File: src/rtl/debounce_pkg.sv
package debounce_pkg;
  localparam int unsigned NUM_IN   = 8;
  localparam int unsigned IDX_LEFT = 0;
  localparam int unsigned IDX_RGHT = 1;
  localparam int unsigned IDX_HAZ  = 2;
  localparam int unsigned IDX_CAN  = 3;
  localparam int unsigned IDX_ENG  = 4;
  localparam int unsigned IDX_BRK  = 5;
  localparam int unsigned IDX_OPP  = 6;
  localparam int unsigned IDX_MAN  = 7;

  localparam logic [NUM_IN-1:0] INV_MASK   = NUM_IN'(1) << IDX_HAZ;
  localparam logic [NUM_IN-1:0] PRESS_MASK = (NUM_IN'(1) << IDX_LEFT) | (NUM_IN'(1) << IDX_RGHT)
                                           | (NUM_IN'(1) << IDX_HAZ)  | (NUM_IN'(1) << IDX_CAN);
  localparam logic [NUM_IN-1:0] BOTH_MASK  = (NUM_IN'(1) << IDX_ENG) | (NUM_IN'(1) << IDX_BRK);

  typedef enum logic [1:0] {
    POL_NONE  = 2'd0,
    POL_PRESS = 2'd1,
    POL_BOTH  = 2'd2
  } edge_pol_e;

  function automatic edge_pol_e pol_of(input int unsigned b);
    if (PRESS_MASK[b])     return POL_PRESS;
    else if (BOTH_MASK[b]) return POL_BOTH;
    else                   return POL_NONE;
  endfunction
endpackage

File: src/rtl/dbc_history.sv
module dbc_history #(
  parameter int unsigned W     = 8,
  parameter int unsigned DEPTH = 3
) (
  input  logic         clk_i,
  input  logic         rst_ni,
  input  logic         tick_i,
  input  logic [W-1:0] smp_i,
  output logic [W-1:0] stable_o
);
  localparam int unsigned NREG = DEPTH - 1;

  logic [W-1:0] hist_q [NREG];
  logic [W-1:0] agree  [NREG];

  always_ff @(posedge clk_i or negedge rst_ni) begin
    if (!rst_ni) begin
      for (int i = 0; i < NREG; i++) hist_q[i] <= '0;
    end else if (tick_i) begin
      hist_q[0] <= smp_i;
      for (int i = 1; i < NREG; i++) hist_q[i] <= hist_q[i-1];
    end
  end

  // every stored sample must equal the fresh one
  for (genvar g = 0; g < NREG; g++) begin : g_cmp
    if (g == 0) begin : g_first
      assign agree[g] = ~(smp_i ^ hist_q[g]);
    end else begin : g_rest
      assign agree[g] = agree[g-1] & ~(smp_i ^ hist_q[g]);
    end
  end

  assign stable_o = agree[NREG-1];
endmodule

File: src/rtl/dbc_state.sv
module dbc_state #(
  parameter int unsigned W = 8
) (
  input  logic         clk_i,
  input  logic         rst_ni,
  input  logic         tick_i,
  input  logic [W-1:0] smp_i,
  input  logic [W-1:0] stable_i,
  output logic [W-1:0] state_o,
  output logic [W-1:0] nxt_o
);
  logic [W-1:0] state_q;

  assign nxt_o = (state_q & ~stable_i) | (smp_i & stable_i);

  always_ff @(posedge clk_i or negedge rst_ni) begin
    if (!rst_ni)     state_q <= '0;
    else if (tick_i) state_q <= nxt_o;
  end

  assign state_o = state_q;
endmodule

File: src/rtl/dbc_event.sv
module dbc_event
  import debounce_pkg::*;
(
  input  logic              clk_i,
  input  logic              rst_ni,
  input  logic              tick_i,
  input  logic [NUM_IN-1:0] cur_i,
  input  logic [NUM_IN-1:0] nxt_i,
  output logic [NUM_IN-1:0] event_o
);
  logic [NUM_IN-1:0] raise;
  logic              can_ok;

  assign can_ok = nxt_i[IDX_OPP] | nxt_i[IDX_MAN];

  for (genvar g = 0; g < NUM_IN; g++) begin : g_bit
    localparam edge_pol_e POL = pol_of(g);
    if (POL == POL_PRESS && g == IDX_CAN) begin : g_can
      assign raise[g] = nxt_i[g] & ~cur_i[g] & can_ok;
    end else if (POL == POL_PRESS) begin : g_press
      assign raise[g] = nxt_i[g] & ~cur_i[g];
    end else if (POL == POL_BOTH) begin : g_both
      assign raise[g] = nxt_i[g] ^ cur_i[g];
    end else begin : g_none
      assign raise[g] = 1'b0;
    end
  end

  always_ff @(posedge clk_i or negedge rst_ni) begin
    if (!rst_ni)     event_o <= '0;
    else if (tick_i) event_o <= raise;
    else             event_o <= '0;
  end
endmodule

File: src/rtl/switch_debouncer.sv
module switch_debouncer
  import debounce_pkg::*;
#(
  parameter int unsigned DEPTH = 3
) (
  input  logic              clk_i,
  input  logic              rst_ni,
  input  logic              tick_i,
  input  logic [NUM_IN-1:0] raw_i,
  output logic [NUM_IN-1:0] state_o,
  output logic [NUM_IN-1:0] event_o
);
  logic [NUM_IN-1:0] smp;
  logic [NUM_IN-1:0] stable;
  logic [NUM_IN-1:0] nxt;

  assign smp = raw_i ^ INV_MASK;

  dbc_history #(.W(NUM_IN), .DEPTH(DEPTH)) i_hist (
    .clk_i    (clk_i),
    .rst_ni   (rst_ni),
    .tick_i   (tick_i),
    .smp_i    (smp),
    .stable_o (stable)
  );

  dbc_state #(.W(NUM_IN)) i_state (
    .clk_i    (clk_i),
    .rst_ni   (rst_ni),
    .tick_i   (tick_i),
    .smp_i    (smp),
    .stable_i (stable),
    .state_o  (state_o),
    .nxt_o    (nxt)
  );

  dbc_event i_evt (
    .clk_i   (clk_i),
    .rst_ni  (rst_ni),
    .tick_i  (tick_i),
    .cur_i   (state_o),
    .nxt_i   (nxt),
    .event_o (event_o)
  );
endmodule

File: config.mk
export PLATFORM = sky130hd
export DESIGN_NAME = switch_debouncer
export DESIGN_NICKNAME = d
export VERILOG_FILES = /design/src/rtl/debounce_pkg.sv /design/src/rtl/dbc_history.sv /design/src/rtl/dbc_state.sv /design/src/rtl/dbc_event.sv /design/src/rtl/switch_debouncer.sv
export SDC_FILE = /design/constraint.sdc
export NUM_CORES = 1
export LEC_CHECK = 0
export BUFFER_PORTS_ARGS = -buffer_cell sky130_fd_sc_hd__buf_4
export CORE_ASPECT_RATIO = 1.4
export CORE_MARGIN = 8
export CORE_UTILIZATION = 35
export DETAILED_ROUTE_END_ITERATION = 10
export PLACE_DENSITY = 0.59
export SYNTH_ARGS = -nofsm -noshare
export SYNTH_HDL_FRONTEND = slang
export SYNTH_HIERARCHICAL = 1
export SYNTH_SLANG_ARGS = --single-unit
File: constraint.sdc
create_clock -name clk_i -period 2.2 [get_ports clk_i]
set_clock_uncertainty 0.15 [all_clocks]
set_input_delay 0.66 -clock clk_i [delete_from_list [all_inputs] [get_ports clk_i]]
set_output_delay 0.66 -clock clk_i [all_outputs]
set_load 0.005 [all_outputs]
---- Word level (Yosys, flattened, before mapping) ----
Index checks and enable logic that the tools add are counted.
storage, ports and cells
  input port bits ......................... 11
  register bits after elaboration ......... 32
cells by class
  bitwise operators ....................... 22
  multiplexer cells ....................... 1
operators by type and width
  cell               number
  8-bit bitwise AND  3
  8-bit NOT          3
  8-bit XOR          2
  8-bit OR           1
  6-bit two-way mux  1
  1-bit bitwise AND  5
  1-bit NOT          5
  1-bit XOR          2
  1-bit OR           1

---- Longest topological paths before layout ----
Gate-level depths: netlist of the first run.
  depth in word-level cells ............... 10
  gate-level depth with buffers ........... 5

---- Cells and area by module ----
Netlist of the first run, hierarchy kept.
modules (own cells, without submodules)
  module            area an instance (um2)  instances  cells an instance
  dbc_history       769.5                   1          58
  dbc_state         451.7                   1          33
  dbc_event         236.5                   1          18
  switch_debouncer  3.8                     1          1

---- Least setup slack after synthesis of the first run ----
Ideal clock, no wire load.
  kind .................................... input-to-reg
  start ................................... in raw_i[5]
  end ..................................... reg i_evt.event_o[5]
  path slack .............................. 0.250 ns
  library setup time ...................... 0.119 ns
  cell stages on the path ................. 5
  path buffers ............................ 0
  arrival time ............................ 1.681 ns
  cells stage by stage .................... or3_1 -> nand2_1 -> mux2_2 -> xor2_1 -> and2_1
on the way
  longest elaborated chain between the ends .. 8
  elaborated cells on any way between the ends .. 11
ends and longest elaborated chain
  item                          line                                  text
  start, declared               switch_debouncer.sv:9                 input logic [NUM_IN-1:0] raw_i,
  8-bit XOR (on tied branches)  dbc_history.sv:28, dbc_history.sv:30
  8-bit NOT (on tied branches)  dbc_history.sv:28, dbc_history.sv:30
  8-bit bitwise AND *           dbc_history.sv:30                     assign agree[g] = agree[g-1] & ~(smp_i ^ hist_q[g]);
  net stable[5]                 switch_debouncer.sv:14                logic [NUM_IN-1:0] stable;
  8-bit NOT                     dbc_state.sv:14                       assign nxt_o = (state_q & ~stable_i) | (smp_i & stable_i);
  8-bit bitwise AND             dbc_state.sv:14
  8-bit OR *                    dbc_state.sv:14
  net nxt[5]                    switch_debouncer.sv:15                logic [NUM_IN-1:0] nxt;
  1-bit XOR *                   dbc_event.sv:23                       assign raise[g] = nxt_i[g] ^ cur_i[g];
  6-bit two-way mux *           dbc_event.sv:31                       else if (tick_i) event_o <= raise;
  end signal, assigned          dbc_event.sv:31
  end, declared                 dbc_event.sv:9                        output logic [NUM_IN-1:0] event_o
Mark *: on every way through the listed nets, which the timed path passes. The rest lies on a longest branch.
A chain may end at the register's enable or synchronous reset.

---- Final worst setup path of the first run ----
Ends and elaborated chain as after synthesis.

==> results of run 1 <==
[synth_stat cells]
master / instances / area, µm²
nor2_1: 1 / 3.750
o211ai_1: 1 / 7.510
inv_1: 1 / 3.750
nand3_1: 8 / 40.04
xor2_1: 2 / 17.52
nand2_1: 16 / 60.06
buf_4: 2 / 15.01
dfrtp_1: 30 / 750.7
conb_1: 1 / 3.750
or3_1: 8 / 50.05
buf_6: 2 / 22.52
mux2_4: 18 / 270.3
and3b_1: 3 / 26.28
and2_1: 2 / 12.51
buf_12: 1 / 20.02
mux2_2: 14 / 157.7
[report_power, final]
part	internal (W)	switching (W)	total, W
logic	0.000298	0.000141	0.000439
registers	0.000667	0.0000889	0.000756
clock network	0.000217	0.000181	0.000398
[path summary, 6_finish.rpt]
check | slack [ps] | cells after the start | end
setup / recovery | 330 | 6 | i_evt/event_o[5]$_DFF_PN0_
setup reg to reg | 410 | 5 | i_evt/event_o[5]$_DFF_PN0_
min in group clk_i | 330 | 1 | i_evt/event_o[3]$_DFF_PN0_
hold / removal | 150 | 1 | i_state/state_o[6]$_DFFE_PN0P_
hold reg to reg | 330 | 1 | i_evt/event_o[3]$_DFF_PN0_
max in group asynchronous | 1460 | 1 | i_state/state_o[0]$_DFFE_PN0P_
[per-stage QoR]
| stage | setup slack (ps) | hold WS, ps | instance area [µm²] |
|---|---|---|---|
| 2_1_floorplan | 250.2 | 214.4 | 1465 |
| 3_3_place_gp | 88.77 | 309.2 | 1644 |
| 3_5_place_dp | 65.39 | 332.3 | 1644 |
| 4_1_cts | 328.1 | 164.1 | 1720 |
| 5_1_grt | 290.5 | 177.1 | 1720 |
| 6_report | 328.5 | 152.2 | 1720 |
[worst register-to-register path, cell delays in order (launching register included)]
cell and delay (ps):
dfrtp_1 400, or3_1 380, nand2_1 100, mux2_2 340, xor2_1 130, and2_1 170
[flip-flops by register name, indices dropped and copies added, names as in the netlist]
signal and cells:
i_hist/hist_q 16, i_state/state_o 8, i_evt/event_o 6
[per-layer routing]
layer / up-vias / global-route usage [%]
li1: 432 / -
met1: 419 / 7.747
met2: 16 / 14.52
met3: 6 / 3.351
met4: 0 / 4.181
met5: - / 0
[cell type report]
class | instances | area, µm²
Multi-Input combinational cell | 75 | 653.1
Clock buffer | 7 | 76.32
Fill cell | 426 | 2414
Timing Repair Buffer | 24 | 180.2
Sequential cell | 30 | 750.7
Inverter | 1 | 3.754
Tap cell | 45 | 56.30
[cells by family after synthesis]
logic type                count (synthesis)  share of synthesized area, %
AOI/OAI and AO/OA                         1                        0.5139
DFF                                      30                         51.37
other                                     1                        0.2566
muxes                                    32                         29.28
and+or+nand+nor                          38                         13.19
xor gates and xnor gates                  2                         1.199
buffers and inverters                     6                         4.195
==> impl_summary.md, run 1 <==
Flow run
The tool flagged a number of max-cap violations equal to 0.

Worst setup path
The endpoint kind of the worst setup timing path is a register. STA puts the critical path data required time at 2210 ps. On the critical path the largest part of the delay comes from simple AND/OR/NAND/NOR gates. The slowest stage of the critical path is the or3_1 cell. Traced cell by cell, the critical path runs through buf_4 -> or3_1 -> nand2_1 -> mux2_2 -> xor2_1 -> and2_1. The critical path startpoint is raw_i[5].

The worst register-to-register path begins at i_hist/hist_q[13]$_DFFE_PN0P_. The worst setup path is launched from an input port. The critical path buffer and inverter count is 1. In this run the worst path has a maximum fanout of 5. The largest single stage delay on the critical path is 350 ps. The signal arrival time at the worst endpoint is 1880 ps. The critical path is of the in -> reg type.

Clock tree
The number of instances resized during post-cts repair is 0. Clock-pin slew was measured on the worst setup and hold paths at 60 ps. The clock latency at the later pin of the worst-skew pair is 270 ps. The tree is rooted in a clkbuf_8. The total CTS buffers is 5. The clock drives 30 sinks. The hold buffer count at cts is 0.

In this run the post-CTS setup repair buffer count came out at 0. TritonCTS built the clock tree. The clock tree synthesis step divided the H-tree into 2 levels. The clock passes through at most 2 buffers.

Route
The routed wire length on met3 is 119 µm. Summed over all layers, the routed wires come to 2505 µm. The first routing iteration left 13 violations. The amount of wire on met2 after detailed routing is 1329 µm. After detailed routing, no signal wire sits above met4. Summing over every cut layer, the via total after detailed routing is 873. The detail route stage leaves a number of antenna-violating nets equal to 0.

The routed length on met1 is 1004 µm. Dividing the detail-routed wire length by the instance count gives 13.76 µm. The residual DRC count is 0. Before antenna repair, the detailed router went through 4 iterations.

Dividing the detail-routed via count by the number of cells gives 4.797.

Pwr
The leakage dissipation is 0.8540 nW. For this design the ratio of total power to cell area is 925.7 nW/µm². The power consumption is 0.001593 W. The peak supply drop is 0.4131 mV.

Placed design
The estimated wirelength of the detail-placed design is 1745 µm. The instance count after placement with tap cells included is 175. Routability-driven placement finished with a final weighted congestion of 0.6746. The port buffer count is 24.

GRT
The first-pass GRT wire length is 4181 µm. The total grt overflow is 0. The global routing usage summed across all routing layers is 8.114%. The via count of the first global-routing pass is 943. Entering global routing, the biggest net connects 31 pins. The number of antenna violations at the first check in global routing came to 0.

Run status
The flow ran to the end, and the final reports show no timing, DRC or antenna violations.

Hold path
The worst hold path belongs to the class in -> async.

Timing
The final critical path takes up 85.07% of the cycle. The final total negative setup slack is 0 ps. The number of hold violations in the final report is 0.

The peak clock frequency supported by timing is 534.3 MHz. The count of endpoints failing setup in the final report is 0. The number of max-slew violations in the final report came to 0. Setup repair after global routing left no endpoint under its margin. The post-route minimum period is 1871 ps.

Die
The floorplan die height is 92.46 µm. The core region is 4134 µm². The starting utilization of the core area is 35.35%.

After floorplanning, the core was divided into 28 placement rows. The total die area is 6528 µm². The top-level I/O count is 27. From left edge to right edge, the die measures 70.61 µm.

Synthesis
The synthesized netlist occupies a cell area of 1461 µm². Counting flops and latches in the post-synthesis netlist gives 30. The number of distinct library cell variants in the gate-level netlist after synthesis is 16. The sequential cell area fraction in the yosys report is 51.37%.

A synthesized cell averages 13.29 µm². The number of cells produced by synthesis is 110. The count of warnings emitted by yosys is 6.

Layout
The total inserted antenna cells is 0. Excluding fillers, the count of instances in the completed layout stands at 182. For this run, the post-layout net count is 148.

The share of layout cells above drive strength 1 is 44.53%. The library cell used most frequently in the layout, excluding fill and tap cells, is dfrtp_1. Compared with the post-synthesis result, the final layout area differs by 17.72%. Leaving out fill and tap cells, the most frequent cells in the layout are dfrtp_1, buf_4, mux2_4, nand2_1, mux2_2. The fraction of the core area covered by cells at the end of the flow is 41.62%.
Note: power is estimated with default switching activity, not from simulation.
==> run 2, diff against run 1 <==
- CAP_MARGIN: default -> 20
- MAX_ROUTING_LAYER: default -> met4
==> impl_summary.md, run 2 (synthesis gave the netlist of run 1 again) <==
Timing
The final total negative setup slack is 0 ps (unchanged). The peak clock frequency supported by timing was 534.0 MHz (about the same). The ratio of final minimum period to clock period came to 85.13% (about the same). The post-route minimum period was 1873 ps (+1.370 ps). Setup repair after global routing left no endpoint under its margin. The number of hold violations in the final report came to 0 (unchanged). The final hold slack is 149.8 ps (-2.435 ps). The number of max-slew violations in the final report is 0 (unchanged). The count of endpoints failing setup in the final report is 0 (unchanged).

Die
The floorplan die height is 92.46 µm (unchanged). The top-level I/O count was 27 (unchanged). The total die area is 6528 µm² (unchanged).

The die extent in x was 70.61 µm (unchanged). The starting utilization of the core area is 35.35% (unchanged). The placeable core region is 4134 µm² (unchanged). The site row count is 28 (unchanged).

Flow run
The number of maximum-capacitance constraint violations was 0 (unchanged).

Layout
The number of flip-flops under the largest register name was 16 (unchanged). The final cell count without fillers is 182 (unchanged). The top cell types in the final layout, fill and taps aside, are dfrtp_1, buf_4, mux2_4, nand2_1, mux2_2.

The relative area change from synthesis to final layout is 17.72% (unchanged). The most frequent standard cell in the layout excluding fill and tap cells is dfrtp_1. The share of layout cells above drive strength 1 came to 44.53% (unchanged).

The layout net count is 148 (unchanged). Ranked by flip-flop count, first place goes to i_hist/hist_q. The total inserted antenna cells was 0 (unchanged).

Clock tree
The hold buffer count at cts is 0 (unchanged). The clock net sink count was 30 (unchanged). The clock latency at the later pin of the worst-skew pair is 270 ps (about the same). The clock transition at the registers of the reported paths was 60 ps (about the same). The setup fix buffers added after clock tree synthesis is 0 (unchanged). The number of instances resized during post-cts repair is 0 (unchanged). The number of buffers between clock root and the deepest sink is 2 (unchanged).

The H-tree depth is 2 (unchanged). The total CTS buffers was 5 (unchanged). The root buffer selected by CTS is clkbuf_8. The clock tree from TritonCTS is built.

Worst setup path
The class of the most critical setup path is in -> reg. The depth of the worst register-to-register path is 5 (unchanged). The endpoint required time on the critical path is 2210 ps (about the same). In this run the critical register-to-register path is captured at i_evt/event_o[5]$_DFF_PN0_.

The endpoint kind of the worst setup timing path is a register. STA classifies the critical path startpoint as an input port. The flop-to-flop setup slack is 410 ps (about the same). The highest net fanout along the worst path is 5 (unchanged). The signal arrival time at the worst endpoint came to 1880 ps (about the same). The startpoint identified for the worst register-to-register timing path is i_hist/hist_q[13]$_DFFE_PN0P_.

Route
The vias per cell came to 4.813 (+0.34%). The residual DRC count was 0 (unchanged). The final routed wirelength across all metal layers is 2484 µm (-0.84%). The average wire per standard cell is 13.65 µm (-0.84%). The DRC marker count from the first detailed-route iteration is 16 (+3). The number of nets with antenna violations after routing came to 0 (unchanged).

The total via count in the routed design is 876 (+0.34%). The count of TritonRoute iterations in the first routing pass came to 5 (+1).

Pwr
The power density over cell area is 926.0 nW/µm² (about the same). The leakage dissipation was 0.8540 nW (unchanged). The peak supply drop is 0.4122 mV (-0.21%).

GRT
The global routing usage summed across all routing layers is 8.351% (+0.24 points). The first-pass GRT wire length came to 4181 µm (unchanged). The total grt overflow is 0 (unchanged).

The number of antenna violations at the first check in global routing is 0 (unchanged). The via count of the first global-routing pass is 944 (+0.11%). The largest net degree at the start of global routing was 31 (unchanged).

Placed design
The port buffer count is 24 (unchanged). The weighted congestion reported at the end of routability-driven placement is 0.6811 (+0.96%). The estimated wirelength of the detail-placed design came to 1745 µm (unchanged). The instance count after placement with tap cells included was 175 (unchanged).

Run status
The run finished with clean final reports.

Hold path
The kind of path behind the tightest hold check is in -> async.
[run 2: through the flow]
step	worst slack, ps	instance area [µm²]	power [W]	utilization, %
after floorplan	250.2	1465	0.001019	-
after global placement	88.77	1644	0.001191	39.77
after detailed placement	65.39	1644	0.001213	39.77
after CTS	328.1	1720	0.001627	41.62
after global routing	290.5	1720	0.001695	41.62
final	327.2	1720	0.001593	41.62
[run 2: critical path, stage by stage]
cell and delay, ps:
buf_4 130, or3_1 350, nand2_1 100, mux2_2 340, xor2_1 130, and2_1 170
[run 2: metal layers]
layer | track usage, % | up-vias | part of all wire [%]
met1 | 7.878 | 422 | 41
met2 | 14.52 | 18 | 52
li1 | - | 430 | -
met3 | 3.135 | 6 | 4.1
met5 | - | - | 0
met4 | 4.181 | 0 | 2.1
[run 2: area by class of cell]
class,count,area [µm²]
clock buffer,7,76.32
fill,426,2414
inverter,1,3.754
multi-input combinational,75,653.1
sequential,30,750.7
tap,45,56.30
timing repair buffer,24,180.2
[run 2: how the worst max path moves through the flow]
stage                     startpoint                    endpoint  slack [ps]  depth (start not counted)
after floorplan             raw_i[5]  i_evt/event_o[5]$_DFF_PN0_         250                          5
after detailed placement    raw_i[5]  i_evt/event_o[5]$_DFF_PN0_          70                          6
after global placement      raw_i[4]  i_evt/event_o[4]$_DFF_PN0_          90                          6
after global routing        raw_i[5]  i_evt/event_o[5]$_DFF_PN0_         290                          6
after CTS                   raw_i[5]  i_evt/event_o[5]$_DFF_PN0_         330                          6
final                       raw_i[5]  i_evt/event_o[5]$_DFF_PN0_         330                          6
[run 2: power breakdown]
part	leakage, nW	switching, W	internal [W]
registers	0.361	0.0000888	0.000667
logic	0.455	0.000141	0.000298
clock network	0.0383	0.000182	0.000217
total	0.854	0.000412	0.00118
==> run 3, diff against run 2 <==
- ABC_AREA: default -> 1
- CELL_PAD_IN_SITES_DETAIL_PLACEMENT: default -> 1
- CELL_PAD_IN_SITES_GLOBAL_PLACEMENT: default -> 2
- CORE_UTILIZATION: 35 -> 31
- PLACE_DENSITY: 0.59 -> 0.83
==> impl_summary.md, run 3 <==
Worst setup path
The endpoint required time on the critical path is 1390 ps (-820 ps). The largest stage delay on the critical path is 420 ps (+70 ps). STA classifies the critical path endpoint as a primary output. The worst setup path is of the reg -> out kind. The worst setup path is launched from a register. The highest net fanout along the worst path came to 5 (unchanged). For this design, the slowest cell found on the critical path is dfrtp_1. The dominant delay contributor by cell family on the critical path is flip-flops. The critical path goes through buf_4. The signal arrival time at the worst endpoint is 860 ps (-1020 ps). The critical path depth in cells was 1 (-5). The critical path buffer and inverter count is 1 (unchanged). The depth of the worst register-to-register path is 9 (+4).

Run status
The run finished with clean final reports.

GRT
The global routing usage summed across all routing layers is 9.827% (+1.5 points). The via count of the first global-routing pass is 1305 (+38%). The largest net degree at the start of global routing came to 36 (+16%). The first-pass GRT wire length is 5444 µm (+30%).

The total grt overflow came to 0 (unchanged). The number of antenna violations at the first check in global routing is 0 (unchanged).

Timing
The peak clock frequency supported by timing came to 600.3 MHz (+12%). The number of hold violations in the final report is 0 (unchanged). The number of max-slew violations in the final report is 0 (unchanged). The post-route minimum period was 1666 ps (-207.0 ps).

The final total negative setup slack is 0 ps (unchanged). The final hold slack is 151.8 ps (+2.026 ps). The ratio of final minimum period to clock period came to 75.72% (-9.4 points). Setup repair after global routing left no endpoint under its margin. The count of endpoints failing setup in the final report came to 0 (unchanged).

Synthesis
The sequential cell area fraction in the yosys report came to 49.34% (-2.0 points). The number of distinct library cell variants in the gate-level netlist after synthesis is 14 (-2). The number of enable flip-flop cells after synthesis is 0 (unchanged).

The area of the mapped netlist is 1521 µm² (+4.1%). Summed over all instances, the cell type with the most area after synthesis is dfrtp_1. The count of warnings emitted by yosys is 6 (unchanged). The area share of the largest cell type after synthesis was 49.34% (-2.0 points). The commonest cells after synthesis are nand2_1, nor2_1, inv_1.

The number of synthesized register bits was 30 (unchanged). nand2_1 is the most common cell in the netlist. After synthesis, the cell types taking the most area are dfrtp_1, nand2_1, nor2_1. The async set-reset flop share out of synthesis is 100.0% (unchanged). The number of cells produced by synthesis is 201 (+83%). Among all flip-flop cells after synthesis, the most frequent one is dfrtp_1.

The mean area per synthesized cell is 7.569 µm² (-43%).

Layout
The filler cell count came to 643 (+51%). i_hist/hist_q holds more flip-flops than any other register. The most frequent standard cell in the layout excluding fill and tap cells is nand2_1. The number of flip-flops under the largest register name came to 16 (unchanged). Compared with the post-synthesis result, the final layout area differs by 19.90%. The share of layout cells above drive strength 1 is 17.90% (-27 points).

The library cells used most frequently in the layout, excluding fill and tap cells, are nand2_1, nor2_1, inv_1, dfrtp_1, buf_4. The layout net count is 239 (+61%). The total inserted antenna cells came to 0 (unchanged).

Die
The starting utilization of the core area came to 31.67% (-3.7 points). The total die area was 7438 µm² (+14%). The top-level I/O count is 27 (unchanged).

The placeable core region is 4805 µm² (+16%). The die extent in x is 75.21 µm (+6.5%). The floorplan die height came to 98.89 µm (+7.0%). The site row count is 30 (+7.1%).

Clock tree
The number of instances resized during post-cts repair is 0 (unchanged). The setup fix buffers added after clock tree synthesis is 0 (unchanged). The clock net sink count is 30 (unchanged).

The hold buffer count at cts was 0 (unchanged). TritonCTS built the clock tree. The root buffer selected by CTS is clkbuf_8.

The clock latency at the later pin of the worst-skew pair was 280 ps (about the same). The total CTS buffers was 5 (unchanged). The number of buffers between clock root and the deepest sink is 2 (unchanged).

The clock transition at the registers of the reported paths is 60 ps (about the same). The H-tree depth is 2 (unchanged).

Route
The residual DRC count came to 0 (unchanged). The vias per cell came to 4.270 (-11%). The count of TritonRoute iterations in the first routing pass was 4 (-1).

The final routed wirelength across all metal layers is 3125 µm (+26%). The DRC marker count from the first detailed-route iteration is 51 (+35). The total via count in the routed design is 1251 (+43%).

The number of nets with antenna violations after routing was 0 (unchanged). The average wire per standard cell is 10.67 µm (-22%).

Pwr
The power density over cell area is 797.0 nW/µm² (-14%). The peak supply drop is 0.3375 mV (-18%). The leakage dissipation came to 0.9852 nW (+15%).

Placed design
The port buffer count is 24 (unchanged). The weighted congestion reported at the end of routability-driven placement was 0.7059 (+3.6%). The estimated wirelength of the detail-placed design was 2298 µm (+32%).

Hold path
The kind of path behind the tightest hold check is in -> async.

Flow run
The number of maximum-capacitance constraint violations came to 0 (unchanged).
[run 3: cell types whose count changed after synthesis, moves of 6 or more]
cell	change
and2_1	+6
nand2_1	+31
a21oi_1	+10
mux2_4	-18
inv_1	+33
a21oi_2	+6
nor2_1	+40
o21ai_0	+6
or3_1	-8
mux2_2	-14
[run 3: layout make-up]
cell class | count | area, µm² | area share (%)
Inverter | 35 | 131.4 | 7.202
Clock buffer | 7 | 86.33 | 4.733
Clock inverter | 1 | 5.005 | 0.2743
Tap cell | 64 | 80.08 | 4.390
Sequential cell | 30 | 750.7 | 41.15
Timing Repair Buffer | 25 | 187.7 | 10.29
Multi-Input combinational cell | 131 | 583.1 | 31.96
[run 3: report_power, final]
| part | leakage [nW] | switching [W] | internal, W |
|---|---|---|---|
| Combinational | 0.573 | 0.000170 | 0.000152 |
| Sequential | 0.364 | 0.0000539 | 0.000626 |
| Clock | 0.0482 | 0.000201 | 0.000252 |
| Total | 0.985 | 0.000425 | 0.00103 |
[run 3: stage by stage]
stage               utilization [%]  area (µm²)  std cells  total power (W)  worst slack, ps
floorplan                         -        1525        202        0.0008815            686.9
global placement              36.07        1733        285         0.001015            455.5
detailed placement            36.07        1733        285         0.001024            449.8
CTS                           37.97        1824        293         0.001493            511.8
global route                  37.97        1824        293         0.001570            478.5
finish                        37.97        1824        293         0.001454            534.1
[run 3: worst paths after layout]
kind | startpoint | end | slack [ps]
min reg2reg | i_state/state_o[2]$_DFFE_PN0P_ | i_evt/event_o[2]$_DFF_PN0_ | 340
min in group clk_i | i_state/state_o[2]$_DFFE_PN0P_ | i_evt/event_o[2]$_DFF_PN0_ | 340
max in group asynchronous | rst_ni | i_state/state_o[6]$_DFFE_PN0P_ | 1470
max reg2reg | i_hist/hist_q[12]$_DFFE_PN0P_ | i_evt/event_o[4]$_DFF_PN0_ | 860
min | rst_ni | i_hist/hist_q[10]$_DFFE_PN0P_ | 150
max | i_state/state_o[4]$_DFFE_PN0P_ | state_o[4] | 530
[run 3: worst reg2reg max path, delay by kind of cell (launching register included)]
| kind | cells | cell delay [ps] |
|---|---|---|
| simple gates | 6 | 500 |
| flops | 1 | 380 |
| buf+inv | 2 | 160 |
| compound gates | 1 | 50 |
[run 3: layer usage]
metal  global-route usage [%]  vias to the layer above  wire length, µm
met5                        -                        -                0
met2                    16.09                       21             1588
met3                    2.744                        4              149
li1                         -                      647                -
met4                    6.241                        0               78
met1                    9.830                      579             1307
[run 3: cell families (layout without fill, tap and decap cells)]
family                 Yosys count  after routing  synth area share (%)
AOI/OAI and AO/OA               24             24                 9.869
buffers and inverters           41             68                 12.58
DFF                             30             30                 49.34
other                            1              2                0.2465
and+or+nand+nor                105            105                 27.96
